## config.mk

```make
export PLATFORM = sky130hd
export DESIGN_NAME = panel_pwr_seq
export DESIGN_NICKNAME = d
export VERILOG_FILES = /design/src/rtl/pps_pkg.sv /design/src/rtl/pps_regs.sv /design/src/rtl/pps_timer.sv /design/src/rtl/pps_fsm.sv /design/src/rtl/panel_pwr_seq.sv
export SDC_FILE = /design/constraint.sdc
export NUM_CORES = 1
export LEC_CHECK = 0
export BUFFER_PORTS_ARGS = -buffer_cell sky130_fd_sc_hd__buf_2
export CAP_MARGIN = 20
export CORE_UTILIZATION = 55
export CTS_CLUSTER_DIAMETER = 40
export DETAILED_ROUTE_END_ITERATION = 12
export PLACE_DENSITY = 0.82
export SYNTH_ARGS = -nofsm -noshare
export SYNTH_HDL_FRONTEND = slang
export SYNTH_SLANG_ARGS = --single-unit
```

## constraint.sdc

```tcl
create_clock -name clk -period 6.35 [get_ports clk]
set_input_delay 0.635 -clock clk [delete_from_list [all_inputs] [get_ports clk]]
set_output_delay 0.635 -clock clk [all_outputs]
set_load 0.05 [all_outputs]
```

## src/rtl/pps_pkg.sv

```systemverilog
package pps_pkg;
  localparam int DLY_W = 13;
  localparam int CYC_W = 5;
  localparam int REF_W = 24;

  localparam logic [2:0] A_CTRL = 3'd0;
  localparam logic [2:0] A_STAT = 3'd1;
  localparam logic [2:0] A_OND  = 3'd2;
  localparam logic [2:0] A_OFFD = 3'd3;
  localparam logic [2:0] A_DIV  = 3'd4;

  localparam logic [15:0] WR_KEY = 16'hABCD;

  typedef enum logic [2:0] {
    ST_OFF, ST_UP, ST_ON, ST_BLW, ST_DN, ST_CYC
  } seq_st_t;

  typedef struct packed {
    logic force_vdd;
    logic bl_en;
    logic pd_rst;
    logic on_req;
  } ctrl_t;
endpackage

```

## src/rtl/pps_regs.sv

```systemverilog
module pps_regs
  import pps_pkg::*;
#(
  parameter int DEF_REF_DIV = 12500,
  parameter int DEF_UP      = 2100,
  parameter int DEF_BL      = 500,
  parameter int DEF_DN      = 5000,
  parameter int DEF_BLOFF   = 500,
  parameter int DEF_CYC     = 7
) (
  input  logic             clk,
  input  logic             rst_n,
  input  logic             wr_en,
  input  logic [2:0]       wr_addr,
  input  logic [31:0]      wr_data,
  input  logic [2:0]       rd_addr,
  input  logic [31:0]      status,
  output logic [31:0]      rd_data,
  output ctrl_t            ctrl,
  output logic [DLY_W-1:0] up_dly,
  output logic [DLY_W-1:0] bl_dly,
  output logic [DLY_W-1:0] dn_dly,
  output logic [DLY_W-1:0] bloff_dly,
  output logic [CYC_W-1:0] cyc_f,
  output logic [REF_W-1:0] ref_div
);
  logic [1:0] port_sel;
  logic       key_ok;

  assign key_ok = (wr_data[31:16] == WR_KEY);

  always_ff @(posedge clk or negedge rst_n) begin
    if (!rst_n) begin
      ctrl      <= '0;
      port_sel  <= '0;
      up_dly    <= DLY_W'(DEF_UP);
      bl_dly    <= DLY_W'(DEF_BL);
      dn_dly    <= DLY_W'(DEF_DN);
      bloff_dly <= DLY_W'(DEF_BLOFF);
      cyc_f     <= CYC_W'(DEF_CYC);
      ref_div   <= REF_W'(DEF_REF_DIV);
    end else if (wr_en) begin
      case (wr_addr)
        A_CTRL: if (key_ok) ctrl <= ctrl_t'(wr_data[3:0]);
        A_OND: begin
          port_sel <= wr_data[31:30];
          up_dly   <= wr_data[16 +: DLY_W];
          bl_dly   <= wr_data[0 +: DLY_W];
        end
        A_OFFD: begin
          dn_dly    <= wr_data[16 +: DLY_W];
          bloff_dly <= wr_data[0 +: DLY_W];
        end
        A_DIV: begin
          ref_div <= wr_data[8 +: REF_W];
          cyc_f   <= wr_data[0 +: CYC_W];
        end
        default: ;
      endcase
    end
  end

  always_comb begin
    rd_data = '0;
    case (rd_addr)
      A_CTRL: rd_data[3:0] = ctrl;
      A_STAT: rd_data = status;
      A_OND: begin
        rd_data[31:30]       = port_sel;
        rd_data[16 +: DLY_W] = up_dly;
        rd_data[0 +: DLY_W]  = bl_dly;
      end
      A_OFFD: begin
        rd_data[16 +: DLY_W] = dn_dly;
        rd_data[0 +: DLY_W]  = bloff_dly;
      end
      A_DIV: begin
        rd_data[8 +: REF_W] = ref_div;
        rd_data[0 +: CYC_W] = cyc_f;
      end
      default: rd_data = '0;
    endcase
  end


  key_guard_chk: assert property (@(posedge clk) disable iff (!rst_n)
    (wr_en && wr_addr == A_CTRL && wr_data[31:16] != WR_KEY) |=> $stable(ctrl));
endmodule

```

## src/rtl/pps_timer.sv

```systemverilog
module pps_timer
  import pps_pkg::*;
#(
  parameter int CNT_W = 16
) (
  input  logic             clk,
  input  logic             rst_n,
  input  logic             restart,
  input  logic [REF_W-1:0] ref_div,
  input  logic [CNT_W-1:0] target,
  output logic             done
);
  localparam logic [CNT_W-1:0] CNT_MAX = '1;

  logic [REF_W-1:0] pre;
  logic [REF_W-1:0] div_m1;
  logic [CNT_W-1:0] cnt;

  assign div_m1 = (ref_div == '0) ? '0 : ref_div - REF_W'(1);

  always_ff @(posedge clk or negedge rst_n) begin
    if (!rst_n) begin
      pre <= '0;
      cnt <= '0;
    end else if (restart) begin
      pre <= '0;
      cnt <= '0;
    end else if (pre >= div_m1) begin
      pre <= '0;
      if (cnt != CNT_MAX) cnt <= cnt + CNT_W'(1);
    end else begin
      pre <= pre + REF_W'(1);
    end
  end

  assign done = (cnt >= target);


  tick_step_chk: assert property (@(posedge clk) disable iff (!rst_n)
    !restart |=> (cnt == $past(cnt) || cnt == $past(cnt) + CNT_W'(1)));
endmodule

```

## src/rtl/pps_fsm.sv

```systemverilog
module pps_fsm
  import pps_pkg::*;
#(
  parameter int CNT_W     = 16,
  parameter int CYC_TICKS = 1000
) (
  input  logic             clk,
  input  logic             rst_n,
  input  logic             on_req,
  input  logic             bl_en,
  input  logic [DLY_W-1:0] up_dly,
  input  logic [DLY_W-1:0] bl_dly,
  input  logic [DLY_W-1:0] dn_dly,
  input  logic [DLY_W-1:0] bloff_dly,
  input  logic [CYC_W-1:0] cyc_f,
  input  logic             done,
  output logic             restart,
  output logic [CNT_W-1:0] target,
  output logic             vdd_seq,
  output logic             bl_o,
  output logic             fully_on,
  output logic [1:0]       prog,
  output logic             cyc_act
);
  seq_st_t st, nxt;
  logic [CNT_W-1:0] cyc_ticks;

  assign cyc_ticks = (cyc_f > CYC_W'(1))
                   ? CNT_W'(cyc_f - CYC_W'(1)) * CNT_W'(CYC_TICKS) : '0;

  always_comb begin
    nxt = st;
    case (st)
      ST_OFF: if (on_req) nxt = ST_UP;
      ST_UP:  if (!on_req) nxt = ST_DN; else if (done) nxt = ST_ON;
      ST_ON:  if (!on_req) nxt = ST_BLW;
      ST_BLW: if (done) nxt = ST_DN;
      ST_DN:  if (done) nxt = ST_CYC;
      ST_CYC: if (done) nxt = ST_OFF;
      default: nxt = ST_OFF;
    endcase
  end

  always_comb begin
    case (st)
      ST_UP:   target = CNT_W'(up_dly);
      ST_ON:   target = CNT_W'(bl_dly);
      ST_BLW:  target = CNT_W'(bloff_dly);
      ST_DN:   target = CNT_W'(dn_dly);
      ST_CYC:  target = cyc_ticks;
      default: target = '0;
    endcase
  end

  always_ff @(posedge clk or negedge rst_n) begin
    if (!rst_n) st <= ST_OFF;
    else        st <= nxt;
  end

  assign restart  = (nxt != st);
  assign vdd_seq  = (st == ST_UP) || (st == ST_ON) || (st == ST_BLW);
  assign bl_o     = (st == ST_ON) && bl_en && done;
  assign fully_on = (st == ST_ON);
  assign cyc_act  = (st == ST_CYC);
  assign prog     = (st == ST_UP) ? 2'b01 :
                    ((st == ST_BLW) || (st == ST_DN)) ? 2'b10 : 2'b00;


  lockout_hold_chk: assert property (@(posedge clk) disable iff (!rst_n)
    (st == ST_CYC) |=> (st == ST_CYC || st == ST_OFF));


  vdd_fall_chk: assert property (@(posedge clk) disable iff (!rst_n)
    $fell(vdd_seq) |-> ($past(st) == ST_BLW || $past(st) == ST_UP));


  abort_chk: assert property (@(posedge clk) disable iff (!rst_n)
    (st == ST_UP && !on_req) |=> (st == ST_DN));
endmodule

```

## src/rtl/panel_pwr_seq.sv

```systemverilog
module panel_pwr_seq
  import pps_pkg::*;
#(
  parameter int DEF_REF_DIV = 12500,
  parameter int CYC_TICKS   = 1000
) (
  input  logic        clk,
  input  logic        rst_n,
  input  logic        wr_en,
  input  logic [2:0]  wr_addr,
  input  logic [31:0] wr_data,
  input  logic [2:0]  rd_addr,
  output logic [31:0] rd_data,
  output logic        panel_vdd,
  output logic        panel_bl
);
  localparam int CYC_MAX_T = ((1 << CYC_W) - 2) * CYC_TICKS;
  localparam int CNT_W     = $clog2(CYC_MAX_T + (1 << DLY_W) + 1);

  ctrl_t            ctrl;
  logic [DLY_W-1:0] up_dly, bl_dly, dn_dly, bloff_dly;
  logic [CYC_W-1:0] cyc_f;
  logic [REF_W-1:0] ref_div;
  logic [CNT_W-1:0] target;
  logic             restart, done, vdd_seq, bl_o, fully_on, cyc_act;
  logic [1:0]       prog;
  logic [31:0]      status;

  assign status = {fully_on, 1'b0, prog, cyc_act, 27'd0};

  pps_regs #(.DEF_REF_DIV(DEF_REF_DIV)) u_regs (
    .clk(clk), .rst_n(rst_n), .wr_en(wr_en), .wr_addr(wr_addr),
    .wr_data(wr_data), .rd_addr(rd_addr), .status(status), .rd_data(rd_data),
    .ctrl(ctrl), .up_dly(up_dly), .bl_dly(bl_dly), .dn_dly(dn_dly),
    .bloff_dly(bloff_dly), .cyc_f(cyc_f), .ref_div(ref_div)
  );

  pps_timer #(.CNT_W(CNT_W)) u_timer (
    .clk(clk), .rst_n(rst_n), .restart(restart), .ref_div(ref_div),
    .target(target), .done(done)
  );

  pps_fsm #(.CNT_W(CNT_W), .CYC_TICKS(CYC_TICKS)) u_fsm (
    .clk(clk), .rst_n(rst_n), .on_req(ctrl.on_req), .bl_en(ctrl.bl_en),
    .up_dly(up_dly), .bl_dly(bl_dly), .dn_dly(dn_dly), .bloff_dly(bloff_dly),
    .cyc_f(cyc_f), .done(done), .restart(restart), .target(target),
    .vdd_seq(vdd_seq), .bl_o(bl_o), .fully_on(fully_on), .prog(prog),
    .cyc_act(cyc_act)
  );

  assign panel_vdd = vdd_seq | ctrl.force_vdd;
  assign panel_bl  = bl_o;


  bl_needs_vdd_chk: assert property (@(posedge clk) disable iff (!rst_n)
    panel_bl |-> (panel_vdd && fully_on));


  status_excl_chk: assert property (@(posedge clk) disable iff (!rst_n)
    $onehot0({fully_on, prog != 2'b00, cyc_act}) && prog != 2'b11);
endmodule

```

Word-level counts from Yosys, hierarchy flattened --
Index checks and enable logic that the tools add are counted.
Word-level totals: register bits 130, output and inout port bits 34, logic and storage cells 80
Operators by class: add/sub/neg operators 4, multiply operators 1, magnitude comparators 3, equality and inequality tests 15, muxes and demuxes 26, bitwise gates (word level) 1, reductions and logical operators 16
Operators with widths (number):
- case mux 16 bit (5 select lines) | 1
- 2-to-1 mux 24 bit | 3
- 2-to-1 mux 16 bit | 4
- case mux 13 bit (4 select lines) | 1
- adder 24 x 1 -> 24 bit (second input constant) | 1
- >= comparator 24 bit | 1
- zero test 24 bit | 1
- 2-to-1 mux 3 bit | 8
- subtractor 24 x 1 -> 24 bit (second input constant) | 1
- equality test 3 x 2 -> 1 bit (second input constant) | 6
- case mux 3 bit (6 select lines) | 1
- adder 16 x 1 -> 16 bit (second input constant) | 1
- equality test 16 bit (second input constant) | 1
- >= comparator 16 bit | 1
- multiplier 16 x 7 -> 13 bit (second input constant) | 1
- inequality test 16 bit (second input constant) | 1
- case mux 4 bit (4 select lines) | 1
- case mux 5 bit (3 select lines) | 1
- equality test 3 bit (second input constant) | 4
- zero test 3 bit | 3
- AND reduction 2 bit | 4
- equality test 3 x 1 -> 1 bit (second input constant) | 2
- case mux 2 bit (3 select lines) | 1
- case mux 3 bit (2 select lines) | 1
- 11 further kinds | 16

Logic depth before layout (Yosys ltp) --
Gate-level depths: netlist (run 1).
depth after elaboration 11, gate-level depth with buffers 28, depth with buffers taken out 27

Modules after synthesis --
A second synthesis (run 1) with hierarchy kept.
Second synthesis, totals: cell total of the unflattened synthesis 1012, area total of the unflattened synthesis 9905.8 µm²
By module, submodules not included:
- pps_regs | instances 1, cells an instance 317, area each 4284.1 µm², seq. area each 2214.6 µm²
- pps_timer | instances 1, cells an instance 423, area each 3535.9 µm², seq. area each 1001.0 µm²
- pps_fsm | instances 1, cells an instance 270, area each 2075.7 µm², seq. area each 75.1 µm²
- panel_pwr_seq | instances 1, cells an instance 2, area each 10.0 µm², seq. area each 0.0 µm²

Worst setup path after synthesis (run 1) --
Ideal clock, no wire load.
kind flip-flop to output port, start register u_regs.cyc_f[1], end output panel_bl, arrival time 6.042 ns, required time 5.715 ns, path slack -0.327 ns, cell stages (with the launch flop) 26, path buffers 0, path through dfstp_2 -> inv_1 -> ha_1 -> a21boi_0 -> nand2_1 -> inv_1 -> ha_1 -> inv_1 -> fa_1 -> inv_1 -> fa_1 -> inv_1 -> fa_1 -> inv_1 -> ha_1 -> inv_1 -> a21oi_1 -> o21a_1 -> o41ai_1 -> mux2i_1 -> ha_1 -> and4_1 -> o211ai_1 -> o211ai_1 -> a21o_1 -> and4b_1
Between the ends: longest elaborated chain between the ends 6
RTL lines:
- from (decl) | RTL line pps_regs.sv:24 | output logic [CYC_W-1:0] cyc_f,
- from (signal assigned) | RTL line pps_regs.sv:40 | cyc_f <= CYC_W'(DEF_CYC);
- from (signal assigned) | RTL line pps_regs.sv:56 | cyc_f <= wr_data[0 +: CYC_W];
- subtractor 5 x 1 -> 6 bit | RTL line pps_fsm.sv:29 | ? CNT_W'(cyc_f - CYC_W'(1)) * CNT_W'(CYC_TICKS) : '0;
- multiplier 16 x 7 -> 13 bit | RTL line pps_fsm.sv:29
- 2-to-1 mux 16 bit * | RTL line pps_fsm.sv:29
- case mux 16 bit (5 select lines) * | RTL line pps_fsm.sv:45 | case (st)
- >= comparator 16 bit * | RTL line pps_timer.sv:36 | assign done = (cnt >= target);
- logical AND 1 bit * | RTL line pps_fsm.sv:62 | assign bl_o = (st == ST_ON) && bl_en && done;
- to (decl) | RTL line panel_pwr_seq.sv:15 | output logic panel_bl
Mark *: on every way between the ends. The rest lies on a longest branch, timed or not.

Final worst setup path (run 1) --
Same ends and word-level chain as after synthesis.

==> results of run 1 <==
[synth_stat cells (4+ instances only)]
| cell type | number |
|---|---|
| sky130_fd_sc_hd__dfrtp_1 | 100 |
| sky130_fd_sc_hd__mux2_2 | 94 |
| sky130_fd_sc_hd__or4_1 | 10 |
| sky130_fd_sc_hd__xnor2_1 | 21 |
| sky130_fd_sc_hd__nand2b_1 | 9 |
| sky130_fd_sc_hd__dfstp_2 | 30 |
| sky130_fd_sc_hd__or3_1 | 5 |
| sky130_fd_sc_hd__nor3_1 | 21 |
| sky130_fd_sc_hd__nand2_1 | 77 |
| sky130_fd_sc_hd__inv_1 | 42 |
| sky130_fd_sc_hd__a211oi_1 | 11 |
| sky130_fd_sc_hd__nor2_1 | 79 |
| sky130_fd_sc_hd__o31ai_1 | 11 |
| sky130_fd_sc_hd__o21ai_0 | 48 |
| sky130_fd_sc_hd__a22oi_1 | 12 |
| sky130_fd_sc_hd__or2_2 | 4 |
| sky130_fd_sc_hd__a21o_1 | 8 |
| sky130_fd_sc_hd__nand3b_1 | 4 |
| sky130_fd_sc_hd__and2_1 | 4 |
| sky130_fd_sc_hd__nor2b_1 | 12 |
| sky130_fd_sc_hd__fa_1 | 13 |
| sky130_fd_sc_hd__o211ai_1 | 6 |
| sky130_fd_sc_hd__clkbuf_1 | 37 |
| sky130_fd_sc_hd__nand3_1 | 20 |
| sky130_fd_sc_hd__a31oi_1 | 7 |
| sky130_fd_sc_hd__nand4b_1 | 4 |
| sky130_fd_sc_hd__a21oi_1 | 44 |
| sky130_fd_sc_hd__nand4_1 | 10 |
| sky130_fd_sc_hd__nor4_1 | 7 |
| sky130_fd_sc_hd__and4_1 | 6 |
| sky130_fd_sc_hd__ha_1 | 72 |
| sky130_fd_sc_hd__a2111oi_0 | 4 |
| sky130_fd_sc_hd__o22ai_1 | 6 |
| sky130_fd_sc_hd__mux2i_1 | 32 |
| sky130_fd_sc_hd__a221oi_1 | 6 |
| sky130_fd_sc_hd__xor2_1 | 34 |
| sky130_fd_sc_hd__nor4bb_1 | 4 |
| sky130_fd_sc_hd__and3_1 | 16 |
[how the worst max path moves through the flow]
stage,to,slack [ns],from,cells after the start
floorplan,panel_bl,0.04,u_regs.cyc_f[1],23
global placement,panel_bl,-0.05,u_regs.cyc_f[1],24
detailed placement,panel_bl,-0.28,u_regs.cyc_f[1],22
CTS,panel_bl,-0.33,u_regs.cyc_f[1],24
global route,panel_bl,-0.59,u_regs.cyc_f[1],24
finish,panel_bl,-0.39,u_regs.cyc_f[1],24
[metrics by stage]
stage	setup WS [ns]	cell area, um2	utilization	total power [mW]
2_1_floorplan	0.0389	9310	-	3.52
3_3_place_gp	-0.0489	10100	0.612	4.42
3_5_place_dp	-0.281	10100	0.612	4.59
4_1_cts	-0.331	10900	0.657	5.93
5_1_grt	-0.594	11000	0.668	6.65
6_report	-0.393	11000	0.668	6.18
[registers in the layout (all words and copies together), names as in the netlist]
signal and flops:
u_regs.ref_div 24, u_fsm.st 3, u_regs.bloff_dly 13, u_timer.cnt 16
u_regs.bl_dly 13, u_regs.port_sel 2, u_regs.dn_dly 13, u_regs.ctrl 4
u_timer.pre 24, u_regs.cyc_f 5, u_regs.up_dly 13
[metal layers]
layer	up-vias	wire [um]	GRT usage
met3	66	1610	0.0604
met2	371	11700	0.468
met5	-	0	0
li1	3657	-	-
met1	3893	10600	0.385
met4	0	682	0.102
[logic make-up (layout without fill, tap and decap cells)]
| group | Yosys count | count (layout) | share of synthesized area |
|---|---|---|---|
| compound gates | 177 | 177 | 0.119 |
| xor+xnor | 55 | 55 | 0.0518 |
| flops | 130 | 130 | 0.354 |
| fa+ha+maj | 85 | 85 | 0.125 |
| buf+inv | 85 | 190 | 0.0347 |
| simple gates | 304 | 304 | 0.167 |
| mux | 126 | 126 | 0.148 |
[cell type report]
type,instances,area [um2]
timing repair buffer,116,726
clock buffer,17,425
multi-input combinational,747,5990
fill,1199,5490
tap,220,275
sequential,130,3290
inverter,42,160
clock inverter,15,170
[power by group]
| group | internal [mW] | switching (mW) |
|---|---|---|
| registers | 0.996 | 0.199 |
| clock network | 0.590 | 0.415 |
| logic | 1.93 | 2.05 |
| total | 3.52 | 2.66 |
[worst max-delay path, delay by kind of cell (launching register included)]
kind,cells,cell delay (ns)
AO/OA/AOI/OAI,7,1.04
XOR/XNOR,1,0.15
adder cells (fa/ha/maj),7,2.73
buffers and inverters,6,0.41
flip-flops,1,0.55
AND/OR/NAND/NOR,3,0.78
[repair_timing]
item                                    in CTS  in global routing
endpoints found under the hold margin        0                  0
endpoints found under the setup margin      41                 42
pin swaps                                   17                  7
gates resized for setup                     28                 36
buffers inserted                             4                  1
==> metrics.txt, run 1 <==
number of maximum-capacitance constraint violations=0; total power density per cell area=560 nW/um2; maximum VDD drop=0.421 mV; final instance count without filler cells=1287; count of input and output buffers=74; clock root buffer master=sky130_fd_sc_hd__clkbuf_16; total overflow reported by the global router=0; total track usage=0.289; highest-count cells in the layout ignoring fill and taps=sky130_fd_sc_hd__dfrtp_1, sky130_fd_sc_hd__mux2_2, sky130_fd_sc_hd__nand2_1, sky130_fd_sc_hd__nor2_1, sky130_fd_sc_hd__buf_2; Worst Skew=0.00945 ns; H-Tree Depth=4; cell taking the most area after synthesis=sky130_fd_sc_hd__dfrtp_1; Die Ht=132 um; ratio of cells with drive above 1 in the final layout=0.308; Fmax achieved=0.148 GHz; nets=1180; r2r endpoint=u_timer.pre[12]; cell types with the largest area share after synthesis=sky130_fd_sc_hd__dfrtp_1, sky130_fd_sc_hd__mux2_2, sky130_fd_sc_hd__ha_1; largest incremental delay on the critical path=0.59 ns; data required time at the worst endpoint=5.71 ns; number of clock sinks seen by CTS=130; Min Hold Slack=0.330 ns; most frequent standard cell in the layout excluding fill and tap cells=sky130_fd_sc_hd__dfrtp_1; vias in the first global route=7671; start-to-end type of the worst setup path=flip-flop to primary output; clock transition at the registers of the reported paths=0.06 ns; violation count after the first detailed-routing iteration=771; synthesis warning total=0; worst reg-to-reg setup slack=0.10 ns; number of buffers on the longest clock path=2; area grow syn2layout=18.7%; count of unique library cells instantiated by Yosys=58; DRC errors left=0; endpoints failing hold=0; number of placed instances, taps included=1250; total iterations of the first detailed-routing run=5; wire length per cell=19.1 um; count of state elements after synthesis=130; Final Slew Violations=0; kind of path behind the tightest hold check=primary input to async pin; gp weighted congestion=0.865; maximum fanout count along the critical path=5; Static Leakage=4.98 nW; placement row count=47; net count after synthesis=1088; CTS tree=done; critical register-to-register path startpoint=u_regs.cyc_f[1]; routed wire length=24600 um; final worst-path cycle share=1.06; Critical Path Slowest Stage Cell=sky130_fd_sc_hd__fa_2; Finish-stage setup viols=1; Via Count=7987; violated checks=setup timing; type of element launching the critical path=flip-flop; global-route wire length before repair=39600 um; Arr. time, crit path=6.11 ns; remaining number of nets flagged by the antenna check after routing=0; EDFF count, synth=0; I/O pin cnt=75; Die ar.=17400 um2; register area share after synthesis=0.354; cells traversed along the worst timing path=inv_4, ha_4, a21boi_4, xnor2_2, fa_1, fa_2, inv_2, fa_1, inv_1, fa_1, inv_2, ha_4, inv_2, a21oi_2, o21a_1, or3_4, a31oi_1, ha_1, and4_1, o211ai_1, o211ai_1, a21o_1, and4b_4, buf_8; synthesized area divided by synthesized cell count=9.66 um2; number of antenna violations at the first check in global routing=1; Hold Buf Count CTS=0; Post-DP HPWL=17400 um; Fin Setup TNS=-0.393 ns; status=complete, but fails checks; Worst Tran Pin Value=0.999 ns; instance count of the mapped netlist=962; Final Critical Period=6.74 ns; Slew HR=0.334; largest net degree at the start of global routing=71; diode count=0; Die Wd=132 um; via density per instance=6.21; placeable core region=16500 um2; most used flip-flop cell after synthesis=sky130_fd_sc_hd__dfrtp_1; logic depth of the worst register-to-register path=27; Initial Util=0.563; nature of the critical path endpoint=primary output; proportion of netlist area held by the largest area contributor=0.269; mapped cell area=9300 um2; unrepaired setup endpoints after global routing=yes; final worst setup slack=-0.393 ns; latest clock arrival within the worst-skew pair=0.43 ns; total clock buffers created by CTS=17; share of flip-flops with an asynchronous set or reset after synthesis=1.00
Note: power is estimated with default switching activity, not from simulation.
==> run 2: changes to the inputs <==
CORE_UTILIZATION = 56   (was 55)
PLACE_DENSITY = 0.83   (was 0.82)
SKIP_CTS_REPAIR_TIMING = 1   (was unset)
SYNTH_HIERARCHICAL = 1   (was unset)
==> run 2 against run 1 <==
Compared with the run above:
- the flow still finishes with violations (setup timing)
- first-iteration DRC count is 4.8% higher
- final cell count is 6.4% higher
- wire length is 11% higher
- count of clock-buffer cells in the layout unchanged
- clock power barely moved
- critical path depth increased by 3
- largest cell class unchanged
- largest power group unchanged
==> metrics.txt, run 2 <==
status=complete, but fails checks; violated checks=setup timing; maximum VDD drop=0.455 mV (+8.0%); number of clock sinks seen by CTS=130 (unchanged); clock root buffer master=sky130_fd_sc_hd__clkbuf_16; largest incremental delay on the critical path=0.55 ns (-0.04 ns); type of element launching the critical path=flip-flop; wire length per cell=19.9 um (+4.1%); Via Count=8497 (+6.4%); count of state elements after synthesis=130 (unchanged); placeable core region=17300 um2 (+4.7%); Post-DP HPWL=18700 um (+7.9%); data required time at the worst endpoint=5.71 ns (about the same); via density per instance=6.20 (about the same); total iterations of the first detailed-routing run=5 (unchanged); count of input and output buffers=74 (unchanged); total track usage=0.299 (+0.0100); Worst Skew=0.0200 ns (+0.0106 ns); cell types with the largest area share after synthesis=sky130_fd_sc_hd__dfrtp_1, sky130_fd_sc_hd__ha_1, sky130_fd_sc_hd__mux2_2; pre-CTS setup slack=-0.276 ns (+0.00475 ns); Critical Path Slowest Stage Cell=sky130_fd_sc_hd__dfstp_2; ratio of cells with drive above 1 in the final layout=0.297 (-0.0114); maximum fanout count along the critical path=4 (-1); Die ar.=18200 um2 (+4.6%); Die Ht=135 um (+2.3%); largest registers=u_regs/ref_div x24, u_timer/pre x24, u_timer/cnt x16; DRC errors left=0 (unchanged); nature of the critical path endpoint=primary output; H-Tree Depth=4 (unchanged); Min Hold Slack=0.235 ns (-0.0945 ns); clock transition at the registers of the reported paths=0.06 ns (about the same); final worst-path cycle share=1.07 (+0.0106); footprint of the flip-flops and latches=3290 um2 (unchanged); number of buffers on the longest clock path=2 (unchanged); synthesis warning total=6 (+6); register area share after synthesis=0.332 (-0.0218); violation count after the first detailed-routing iteration=808 (+4.8%); final worst setup slack=-0.460 ns (-0.0672 ns); unrepaired setup endpoints after global routing=yes; EDFF count, synth=0 (unchanged); synthesized area divided by synthesized cell count=9.79 um2 (+1.3%); Finish-stage setup viols=41 (+40); count of unique library cells instantiated by Yosys=83 (+43%); number of antenna violations at the first check in global routing=0 (-1); CTS tree=done; most used flip-flop cell after synthesis=sky130_fd_sc_hd__dfrtp_1; routed wire length=27300 um (+11%); highest-count cells in the layout ignoring fill and taps=sky130_fd_sc_hd__dfrtp_1, sky130_fd_sc_hd__nor2_1, sky130_fd_sc_hd__mux2_2, sky130_fd_sc_hd__ha_1, sky130_fd_sc_hd__buf_2; proportion of netlist area held by the largest area contributor=0.253 (-0.0166); gp weighted congestion=0.949 (+9.7%); total power density per cell area=546 nW/um2 (-2.4%); Fmax achieved=0.147 GHz (-0.99%); latest clock arrival within the worst-skew pair=0.43 ns (about the same); nets=1260 (+6.8%); Final Slew Violations=0 (unchanged); area of combinational cells with multiple inputs=6380 um2 (+6.5%); Slew HR=0.234 (-0.0999); diode count=0 (unchanged); remaining number of nets flagged by the antenna check after routing=0 (unchanged); most frequent standard cell in the layout excluding fill and tap cells=sky130_fd_sc_hd__dfrtp_1; Die Wd=135 um (+2.3%); dominant cell by count in the synthesized netlist=sky130_fd_sc_hd__dfrtp_1; Worst Tran Pin Value=1.15 ns (+0.150 ns); Initial Util=0.573 (+0.0101); mapped cell area=9910 um2 (+6.6%); cell taking the most area after synthesis=sky130_fd_sc_hd__dfrtp_1; commonest cells in the netlist=sky130_fd_sc_hd__dfrtp_1, sky130_fd_sc_hd__nor2_1, sky130_fd_sc_hd__mux2_2; global-route wire length before repair=42200 um (+6.7%); area grow syn2layout=17.2%; share of flip-flops with an asynchronous set or reset after synthesis=1.00 (unchanged); total overflow reported by the global router=0 (unchanged); Arr. time, crit path=6.17 ns (+0.06 ns); endpoints failing hold=0 (unchanged); Static Leakage=5.38 nW (+8.0%); I/O pin cnt=75 (unchanged); Most common cell on crit path=sky130_fd_sc_hd__fa_1; Final Critical Period=6.81 ns (+0.0672 ns); instance count of the mapped netlist=1012 (+5.2%); FILL cells=1248 (+4.1%); kind of path behind the tightest hold check=primary input to async pin; placement row count=48 (+2.1%); start-to-end type of the worst setup path=flip-flop to primary output; vias in the first global route=8257 (+7.6%); number of maximum-capacitance constraint violations=0 (unchanged); largest net degree at the start of global routing=85 (+20%); total clock buffers created by CTS=17 (unchanged)
==> run 2: cell types whose count changed after synthesis, sizes merged, moves of 10 or more <==
cell    change
nand2      -11
clkbuf     -25
buf        +27
inv        +16
or4        -11
o31ai      -10
a22oi      +33
o22ai      +28
o21ai      -21
==> run 2: logic make-up (layout without fill, tap and decap cells) <==
family	count (synthesis)	in the layout	synth area share
AOI/OAI and AO/OA	213	213	0.142
xor gates and xnor gates	60	60	0.0538
adders and majority gates	86	86	0.116
buffers and inverters	103	209	0.0513
DFF	130	130	0.332
muxes	130	130	0.147
other	1	28	0.000379
and+or+nand+nor	289	289	0.157
==> run 2: critical path: cells and delay by family (launching register included) <==
| kind | cells | cell delay [ns] |
|---|---|---|
| adders and majority gates | 7 | 2.54 |
| xor gates and xnor gates | 2 | 0.33 |
| AOI/OAI and AO/OA | 7 | 1.20 |
| buffers and inverters | 8 | 0.68 |
| DFF | 1 | 0.55 |
| and+or+nand+nor | 3 | 0.45 |
==> run 2: routing by layer <==
| layer | GRT usage | routed length (um) | vias up |
|---|---|---|---|
| met5 | 0 | 0 | - |
| met4 | 0.165 | 1240 | 0 |
| li1 | - | - | 3865 |
| met1 | 0.378 | 11100 | 4158 |
| met2 | 0.483 | 13200 | 392 |
| met3 | 0.0574 | 1750 | 82 |
==> run 2: final timing paths <==
check	from	to	cells after the start	slack, ns
min in group clk	wr_data[5]	u_regs/bloff_dly[5]	2	0.45
min reg2reg	u_regs/port_sel[1]	u_regs/port_sel[1]	1	0.51
max reg2reg	u_regs/cyc_f[2]	u_timer/cnt[15]	33	-0.37
min	rst_n	u_timer/cnt[11]	1	0.24
max in group asynchronous	rst_n	u_regs/dn_dly[9]	3	4.91
max	u_regs/cyc_f[2]	panel_bl	27	-0.46
==> run 2: report_power, final <==
group          switching, mW  internal [mW]  leakage [nW]
sequential             0.219           1.01          1.58
clock                  0.393          0.621         0.291
combinational           2.19           1.91          3.51
==> run 2: area by class of cell <==
| cell class | instances | share of cell area |
|---|---|---|
| clock buffer | 17 | 0.0366 |
| clock inverter | 14 | 0.0155 |
| inverter | 58 | 0.0188 |
| multi-input combinational | 806 | 0.550 |
| sequential | 130 | 0.283 |
| tap | 225 | 0.0243 |
| timing repair buffer | 120 | 0.0716 |
==> run 2: per-stage QoR <==
| stage | instances | TNS (ns) | cell area, um2 | util | total power [mW] |
|---|---|---|---|---|---|
| floorplan | 1039 | -7.50 | 10100 | - | 4.07 |
| global placement | 1330 | -1.27 | 10700 | 0.620 | 4.82 |
| detailed placement | 1330 | -4.11 | 10700 | 0.620 | 4.94 |
| CTS | 1361 | -4.97 | 11300 | 0.655 | 5.99 |
| global route | 1370 | -22.39 | 11600 | 0.671 | 6.88 |
| finish | 1370 | -8.60 | 11600 | 0.671 | 6.34 |
